===== config.mk =====
export PLATFORM = sky130hd
export DESIGN_NAME = ratio_clkdiv
export DESIGN_NICKNAME = d
export VERILOG_FILES = /design/src/rtl/ratio_clkdiv.sv
export SDC_FILE = /design/constraint.sdc
export NUM_CORES = 1
export LEC_CHECK = 0
export BUFFER_PORTS_ARGS = -buffer_cell sky130_fd_sc_hd__buf_2
export CAP_MARGIN = 20
export CORE_MARGIN = 4
export CORE_UTILIZATION = 45
export DETAILED_ROUTE_END_ITERATION = 7
export PLACE_DENSITY = 0.81
export SETUP_SLACK_MARGIN = 0.3
export SYNTH_ARGS = -nofsm -noshare
export SYNTH_HDL_FRONTEND = slang
export SYNTH_SLANG_ARGS = --single-unit

===== constraint.sdc =====
create_clock -name clk -period 5.6 [get_ports clk]
set_input_delay 0.28 -clock clk [delete_from_list [all_inputs] [get_ports clk]]
set_output_delay 0.28 -clock clk [all_outputs]
set_load 0.02 [all_outputs]

===== src/rtl/ratio_clkdiv.sv =====
module ratio_clkdiv #(
  parameter int ADDR_W      = 4,
  parameter int DATA_W      = 32,
  parameter int CTRL_ADDR   = 0,
  parameter int RATIO_ADDR  = 8,
  parameter int OUT_IDX     = 1,
  parameter int TRIG_BIT    = 8,
  parameter int EN_BASE     = 24,
  parameter int RATIO_LSB   = 8,
  parameter int RATIO_W     = 6,
  parameter int RESET_RATIO = 8
) (
  input  logic              clk,
  input  logic              rst_n,
  input  logic [ADDR_W-1:0] reg_addr,
  input  logic              reg_we,
  input  logic [DATA_W-1:0] reg_wdata,
  output logic [DATA_W-1:0] reg_rdata,
  output logic              div_clk_o
);

  localparam int EN_BIT = EN_BASE + OUT_IDX;
  localparam int RATIO_MSB = RATIO_LSB + RATIO_W - 1;
  localparam logic [RATIO_W-1:0] RST_RATIO = RATIO_W'(RESET_RATIO);
  localparam logic [ADDR_W-1:0] A_CTRL = ADDR_W'(CTRL_ADDR);
  localparam logic [ADDR_W-1:0] A_RATIO = ADDR_W'(RATIO_ADDR);

  function automatic logic ratio_ok(input logic [RATIO_W-1:0] r);
    return (r == RATIO_W'(4)) || (r == RATIO_W'(5)) ||
           (r == RATIO_W'(6)) || (r == RATIO_W'(8));
  endfunction

  logic [DATA_W-1:0]  ctrl_q;
  logic [RATIO_W-1:0] stage_q, cur_q, pend_q, cnt_q;
  logic               pend_v_q, run_q, clk_q;

  logic [RATIO_W-1:0] cur_d, cnt_d;
  logic               run_d, clk_d;

  wire wr_ctrl    = reg_we && (reg_addr == A_CTRL);
  wire wr_ratio   = reg_we && (reg_addr == A_RATIO);
  wire reload_req = ctrl_q[TRIG_BIT] && ctrl_q[OUT_IDX] && ratio_ok(stage_q);
  wire enable     = ctrl_q[EN_BIT];
  wire boundary   = !run_q || (cnt_q == cur_q - 1'b1);

  always_ff @(posedge clk or negedge rst_n) begin
    if (!rst_n) begin
      ctrl_q  <= '0;
      stage_q <= RST_RATIO;
    end else begin
      if (wr_ctrl)  ctrl_q  <= reg_wdata;
      if (wr_ratio) stage_q <= reg_wdata[RATIO_MSB:RATIO_LSB];
    end
  end

  always_ff @(posedge clk or negedge rst_n) begin
    if (!rst_n) begin
      pend_q   <= RST_RATIO;
      pend_v_q <= 1'b0;
    end else if (reload_req) begin
      pend_q   <= stage_q;
      pend_v_q <= 1'b1;
    end else if (boundary) begin
      pend_v_q <= 1'b0;
    end
  end

  always_comb begin
    cur_d = cur_q;
    cnt_d = cnt_q + 1'b1;
    run_d = run_q;
    if (boundary) begin
      run_d = enable;
      cnt_d = '0;
      if (pend_v_q) cur_d = pend_q;
    end
    clk_d = run_d && (cnt_d < (cur_d >> 1));
  end

  always_ff @(posedge clk or negedge rst_n) begin
    if (!rst_n) begin
      cur_q <= RST_RATIO;
      cnt_q <= '0;
      run_q <= 1'b0;
      clk_q <= 1'b0;
    end else begin
      cur_q <= cur_d;
      cnt_q <= cnt_d;
      run_q <= run_d;
      clk_q <= clk_d;
    end
  end

  always_comb begin
    reg_rdata = '0;
    if (reg_addr == A_CTRL) reg_rdata = ctrl_q;
    else if (reg_addr == A_RATIO) reg_rdata[RATIO_MSB:RATIO_LSB] = stage_q;
  end

  assign div_clk_o = clk_q;

endmodule


== After elaboration in Yosys (flattened, before gate mapping) ==
Cells that the tools add are included.
Operators by class
  magnitude comparators: 1
  mux-type cells: 10
  add/subtract/negate cells: 2
  reduce and logical (&&, ||, !) cells: 13
  equal/unequal tests: 6
Operators with widths (number)
  two-way mux 6 bit: 5
  == test 6 x 3 -> 1 bit (second input constant): 3
  two-way mux 18 bit: 1
  two-way mux 8 bit: 1
  adder 6 x 1 -> 6 bit (second input constant): 1
  == test 6 x 4 -> 1 bit (second input constant): 1
  == test 6 bit: 1
  less-than comparator 6 x 5 -> 1 bit: 1
  subtractor 6 x 1 -> 6 bit (second input constant): 1
  logical AND 1 bit: 5
  == test 4 bit (second input constant): 1
  zero test 4 bit: 1
  logical OR 1 bit: 4
  two-way mux 1 bit: 3
  AND reduction 2 bit: 1
  nonzero test 2 bit: 1
  zero test 1 bit: 1
Storage, ports and cells
  word-level logic and storage cells: 41
  output and inout bits: 33
  input bits: 39
  flip-flop bits (word level): 59

== Longest topological paths before layout ==
  depth in word-level cells: 6
  mapped depth: 11
  depth with buffers taken out: 11

== Least setup slack after synthesis ==
Ideal clock, no wire load.
  path kind: flip-flop to flip-flop
  start: reg cur_q[0]
  end: reg clk_q, in the netlist div_clk_o
  data required time: 5.474 ns
  arrival time: 2.902 ns
  period minus slack after synthesis: 3.028 ns
  library setup time: 0.126 ns
  slack: 2.572 ns
  cell stages (with the launch flop): 12
  path buffers: 0
  cells stage by stage: dfrtp_1 -> inv_1 -> ha_1 -> xnor2_1 -> or4_4 -> o41ai_4 -> nand2_4 -> mux2i_1 -> ha_1 -> o211ai_1 -> and3_2 -> o311a_1
On the way
  word-level cells in the longest chain between the ends: 6
  elaborated cells on any way between the ends: 8
  classes of those cells: add/sub (1); order compare (1); eq/ne (1); mux (3); reduce/logical (2)
RTL lines
  from (decl): line 34  | logic [RATIO_W-1:0] stage_q, cur_q, pend_q, cnt_q;
  from (signal assigned): line 87  | cur_q <= cur_d;
  subtractor 6 x 1 -> 6 bit *: line 44  | wire boundary = !run_q || (cnt_q == cur_q - 1'b1);
  == test 6 bit *: line 44
  logical OR 1 bit *: line 44
  two-way mux 6 bit: line 72  | if (boundary) begin
  less-than comparator 6 x 5 -> 1 bit: line 77  | clk_d = run_d && (cnt_d < (cur_d >> 1));
  logical AND 1 bit *: line 77
  named net clk_d: line 38  | logic run_d, clk_d;
  to (signal assigned): line 90  | clk_q <= clk_d;
  to (decl): line 35  | logic pend_v_q, run_q, clk_q;
Mark *: on every way through the listed nets, which the timed path passes. The rest lies on a longest branch.
A chain may end at the register's enable or synchronous reset.

== Worst setup path after layout ==
Ends and elaborated chain as after synthesis.

==> impl_metrics.prom <==
# TYPE chip_impl_metric gauge
chip_impl_info{name="run_status",value="finished, final reports clean"} 1
chip_impl_metric{name="finalHoldViolCount",unit=""} 0
chip_impl_metric{name="fillCellCount",unit=""} 500
chip_impl_metric{name="final-setup-viol-count",unit=""} 0
chip_impl_metric{name="postSynthRegisterBits",unit=""} 59
chip_impl_metric{name="detail_route.iter0.violations",unit=""} 81
chip_impl_metric{name="post_synthesis_to_final_layout_area_growth",unit="%"} 21.9
chip_impl_info{name="mostFrequentLayoutCell",value="sky130_fd_sc_hd__buf_2"} 1
chip_impl_metric{name="row_count",unit=""} 28
chip_impl_metric{name="final.min_clock_period",unit="ps"} 3620
chip_impl_metric{name="grt_max_degree",unit=""} 60
chip_impl_metric{name="antenna_found_initial",unit=""} 0
chip_impl_metric{name="buffer_ports.inserted",unit=""} 71
chip_impl_metric{name="layout_worst_path_cycle_share",unit="%"} 64.6
chip_impl_metric{name="holdBufCountCts",unit=""} 0
chip_impl_metric{name="drv_cap",unit=""} 0
chip_impl_metric{name="postSynthNetCount",unit=""} 265
chip_impl_metric{name="cp_data_arrival_time",unit="ps"} 3810
chip_impl_metric{name="postSynthAreaPerCell",unit="um^2"} 12.8
chip_impl_metric{name="top_level_ports",unit=""} 72
chip_impl_metric{name="fin_worst_skew",unit="ps"} 4.34
chip_impl_metric{name="worstMarginPinSlew",unit="ps"} 740
chip_impl_metric{name="cts_repair_resize_count",unit=""} 0
chip_impl_metric{name="synth.distinct_cells",unit=""} 36
chip_impl_metric{name="synth.yosys.warnings",unit=""} 0
chip_impl_metric{name="grt_usage",unit="%"} 15.5
chip_impl_info{name="setup_repair_after_global_routing_missed_its_margin",value="false"} 1
chip_impl_metric{name="synth_edf_count",unit=""} 0
chip_impl_metric{name="globalplace.congestion",unit=""} 0.802
chip_impl_metric{name="chip_height",unit="um"} 87.0
chip_impl_metric{name="finalPower",unit="mW"} 1.30
chip_impl_metric{name="insertion_delay",unit="ps"} 320
chip_impl_metric{name="syn_area",unit="um^2"} 2810
chip_impl_metric{name="finalNetCount",unit=""} 345
chip_impl_metric{name="cts-buffers-inserted",unit=""} 9
chip_impl_metric{name="ys_async_sr_fraction",unit="%"} 100
chip_impl_metric{name="timing.critical_path.required",unit="ps"} 5800
chip_impl_metric{name="total_leakage_power",unit="nW"} 1.73
chip_impl_metric{name="vdd_drop_max",unit="mV"} 0.246
chip_impl_info{name="clock_tree_from_tritoncts",value="done"} 1
chip_impl_info{name="postSynth.topFlopCell",value="sky130_fd_sc_hd__dfrtp_1"} 1
chip_impl_metric{name="cts.htree.levels",unit=""} 3
chip_impl_info{name="ctsRootBufferMaster",value="sky130_fd_sc_hd__clkbuf_8"} 1
chip_impl_metric{name="slew-limit-headroom",unit="%"} 50.5
chip_impl_metric{name="cts.path.max_buffers",unit=""} 2
chip_impl_info{name="timing.critical_path.to_type",value="flop"} 1
chip_impl_info{name="timing.hold.worst.class",value="in -> async"} 1
chip_impl_metric{name="finalSetupTns",unit="ps"} 0
chip_impl_metric{name="holdWs",unit="ps"} 89.3
chip_impl_info{name="layout_common_cells",value="71 x sky130_fd_sc_hd__buf_2, 56 x sky130_fd_sc_hd__dfrtp_1, 47 x sky130_fd_sc_hd__mux2_2"} 1
chip_impl_metric{name="fmax",unit="MHz"} 277
chip_impl_metric{name="finalWirelength",unit="mm"} 5.42
chip_impl_metric{name="detail_route.first_pass.iterations",unit=""} 4
chip_impl_metric{name="powerDensity",unit="nW/um^2"} 380
chip_impl_metric{name="antenna-diode-count",unit=""} 0
chip_impl_metric{name="cts_post_setup_buffers_inserted",unit=""} 0
chip_impl_metric{name="first_global_vias",unit=""} 2114
chip_impl_metric{name="routed-via-count",unit=""} 1914
chip_impl_metric{name="start_util",unit="%"} 46.8
chip_impl_info{name="crit_type",value="reg -> reg"} 1
chip_impl_info{name="crit_path_start_kind",value="flop"} 1
chip_impl_metric{name="drc",unit=""} 0
chip_impl_metric{name="floorplan.die_area",unit="um^2"} 7560
chip_impl_metric{name="vias_per_cell",unit=""} 5.04
chip_impl_metric{name="clock-sinks",unit=""} 59
chip_impl_metric{name="synth-seq-area-share",unit="%"} 52.8
chip_impl_metric{name="final_cell_utilization_of_the_core",unit="%"} 57.1
chip_impl_metric{name="worst_setup_hold_path_clk_slew",unit="ps"} 60
chip_impl_metric{name="core_region",unit="um^2"} 5990
chip_impl_metric{name="final_layout_size_suffix_gt1_share",unit="%"} 47.9
chip_impl_metric{name="grt_first_pass_wirelength",unit="mm"} 9.11
chip_impl_metric{name="netlist_instances",unit=""} 220
chip_impl_metric{name="maxSlewViolCount",unit=""} 0
chip_impl_metric{name="post_drt_wl_per_cell",unit="um"} 14.3
chip_impl_metric{name="die-width",unit="um"} 87.0
chip_impl_metric{name="grt_overflow_total",unit=""} 0
chip_impl_metric{name="drtAntennaViolNets",unit=""} 0
chip_impl_metric{name="cp_max_fo",unit=""} 12
chip_impl_metric{name="place_hpwl",unit="mm"} 4.06
==> sequential cells by signal, indices dropped and copies added (netlist names) <==
register   flops
pend_v_q       1
pend_q         6
run_q          1
cnt_q          6
cur_q          6
ctrl_q        32
stage_q        6
div_clk_o      1
==> cell usage after synthesis, types with 3 or more instances <==
cell type | n | area, um^2
sky130_fd_sc_hd__clkbuf_1 | 3 | 11.3
sky130_fd_sc_hd__nor2_1 | 10 | 37.5
sky130_fd_sc_hd__dfrtp_1 | 56 | 1400
sky130_fd_sc_hd__inv_1 | 6 | 22.5
sky130_fd_sc_hd__buf_1 | 3 | 11.3
sky130_fd_sc_hd__nand2_1 | 6 | 22.5
sky130_fd_sc_hd__nand3_1 | 3 | 15.0
sky130_fd_sc_hd__xor2_1 | 4 | 35.0
sky130_fd_sc_hd__mux2_2 | 47 | 529
sky130_fd_sc_hd__dfstp_2 | 3 | 78.8
sky130_fd_sc_hd__ha_1 | 6 | 75.1
sky130_fd_sc_hd__a21oi_1 | 5 | 25.0
sky130_fd_sc_hd__a22o_1 | 6 | 52.6
sky130_fd_sc_hd__mux2i_1 | 4 | 40.0
sky130_fd_sc_hd__xnor2_1 | 7 | 61.3
sky130_fd_sc_hd__and2_1 | 26 | 163
==> layer usage <==
metal  routed length, um  vias up  part of all wire, %  track usage, %
li1                    -      927                    -               -
met1                2310      918                   43            18.3
met2                2590       57                   48            24.4
met3                 410       12                  7.6            5.58
met4                 117        0                  2.2            8.92
met5                   0        -                    0               0
==> kinds of logic (layout without fill, tap and decap cells) <==
kind of cell	after synthesis	after routing	share of synthesized area [%]
and+or+nand+nor	60	60	12.6
DFF	59	59	52.8
muxes	52	52	20.8
AOI/OAI and AO/OA	19	19	5.71
buffers and inverters	13	98	2.01
xor gates and xnor gates	11	11	3.43
adders and majority gates	6	6	2.68
==> metrics by stage <==
step | cells | cell area, um^2 | setup slack [ps]
finish | 380 | 3420 | 1980
global route | 380 | 3420 | 1800
CTS | 380 | 3420 | 2000
detailed placement | 364 | 3260 | 2010
global placement | 364 | 3260 | 2180
floorplan | 220 | 2810 | 2570
==> worst max-delay path, stage by stage (launching register included) <==
cell                       delay, ps
sky130_fd_sc_hd__dfrtp_1         430
sky130_fd_sc_hd__inv_1            70
sky130_fd_sc_hd__ha_1            310
sky130_fd_sc_hd__xnor2_1         140
sky130_fd_sc_hd__or4_4           520
sky130_fd_sc_hd__o41ai_4         690
sky130_fd_sc_hd__nand2_4         220
sky130_fd_sc_hd__mux2i_1         170
sky130_fd_sc_hd__ha_1            310
sky130_fd_sc_hd__o211ai_1         90
sky130_fd_sc_hd__and3_2          220
sky130_fd_sc_hd__o311a_1         310
==> area by class of cell <==
class | count | area, um^2 | area share, %
sequential | 59 | 1480 | 43.3
multi-input combinational | 148 | 1270 | 37.3
timing repair buffer | 76 | 393 | 11.5
clock buffer | 13 | 139 | 4.06
tap | 75 | 93.8 | 2.75
inverter | 6 | 22.5 | 0.659
clock inverter | 3 | 15.0 | 0.439
==> worst paths after layout <==
check                         startpoint          to  slack, ps  depth (start not counted)
max                             cur_q[0]   div_clk_o       1980                         11
min                                rst_n  ctrl_q[15]         90                          2
min reg2reg                   ctrl_q[29]  ctrl_q[29]        500                          1
max in group asynchronous          rst_n    cur_q[0]       5030                          2
max reg2reg                     cur_q[0]   div_clk_o       1980                         11
min in group clk           reg_wdata[27]  ctrl_q[27]        180                          2
==> where the power goes <==
group / total (mW) / switching [mW] / internal [mW]
clock: 0.305 / 0.146 / 0.159
combinational: 0.368 / 0.176 / 0.192
sequential: 0.627 / 0.0870 / 0.540
Power figures use the tool's default switching activity.
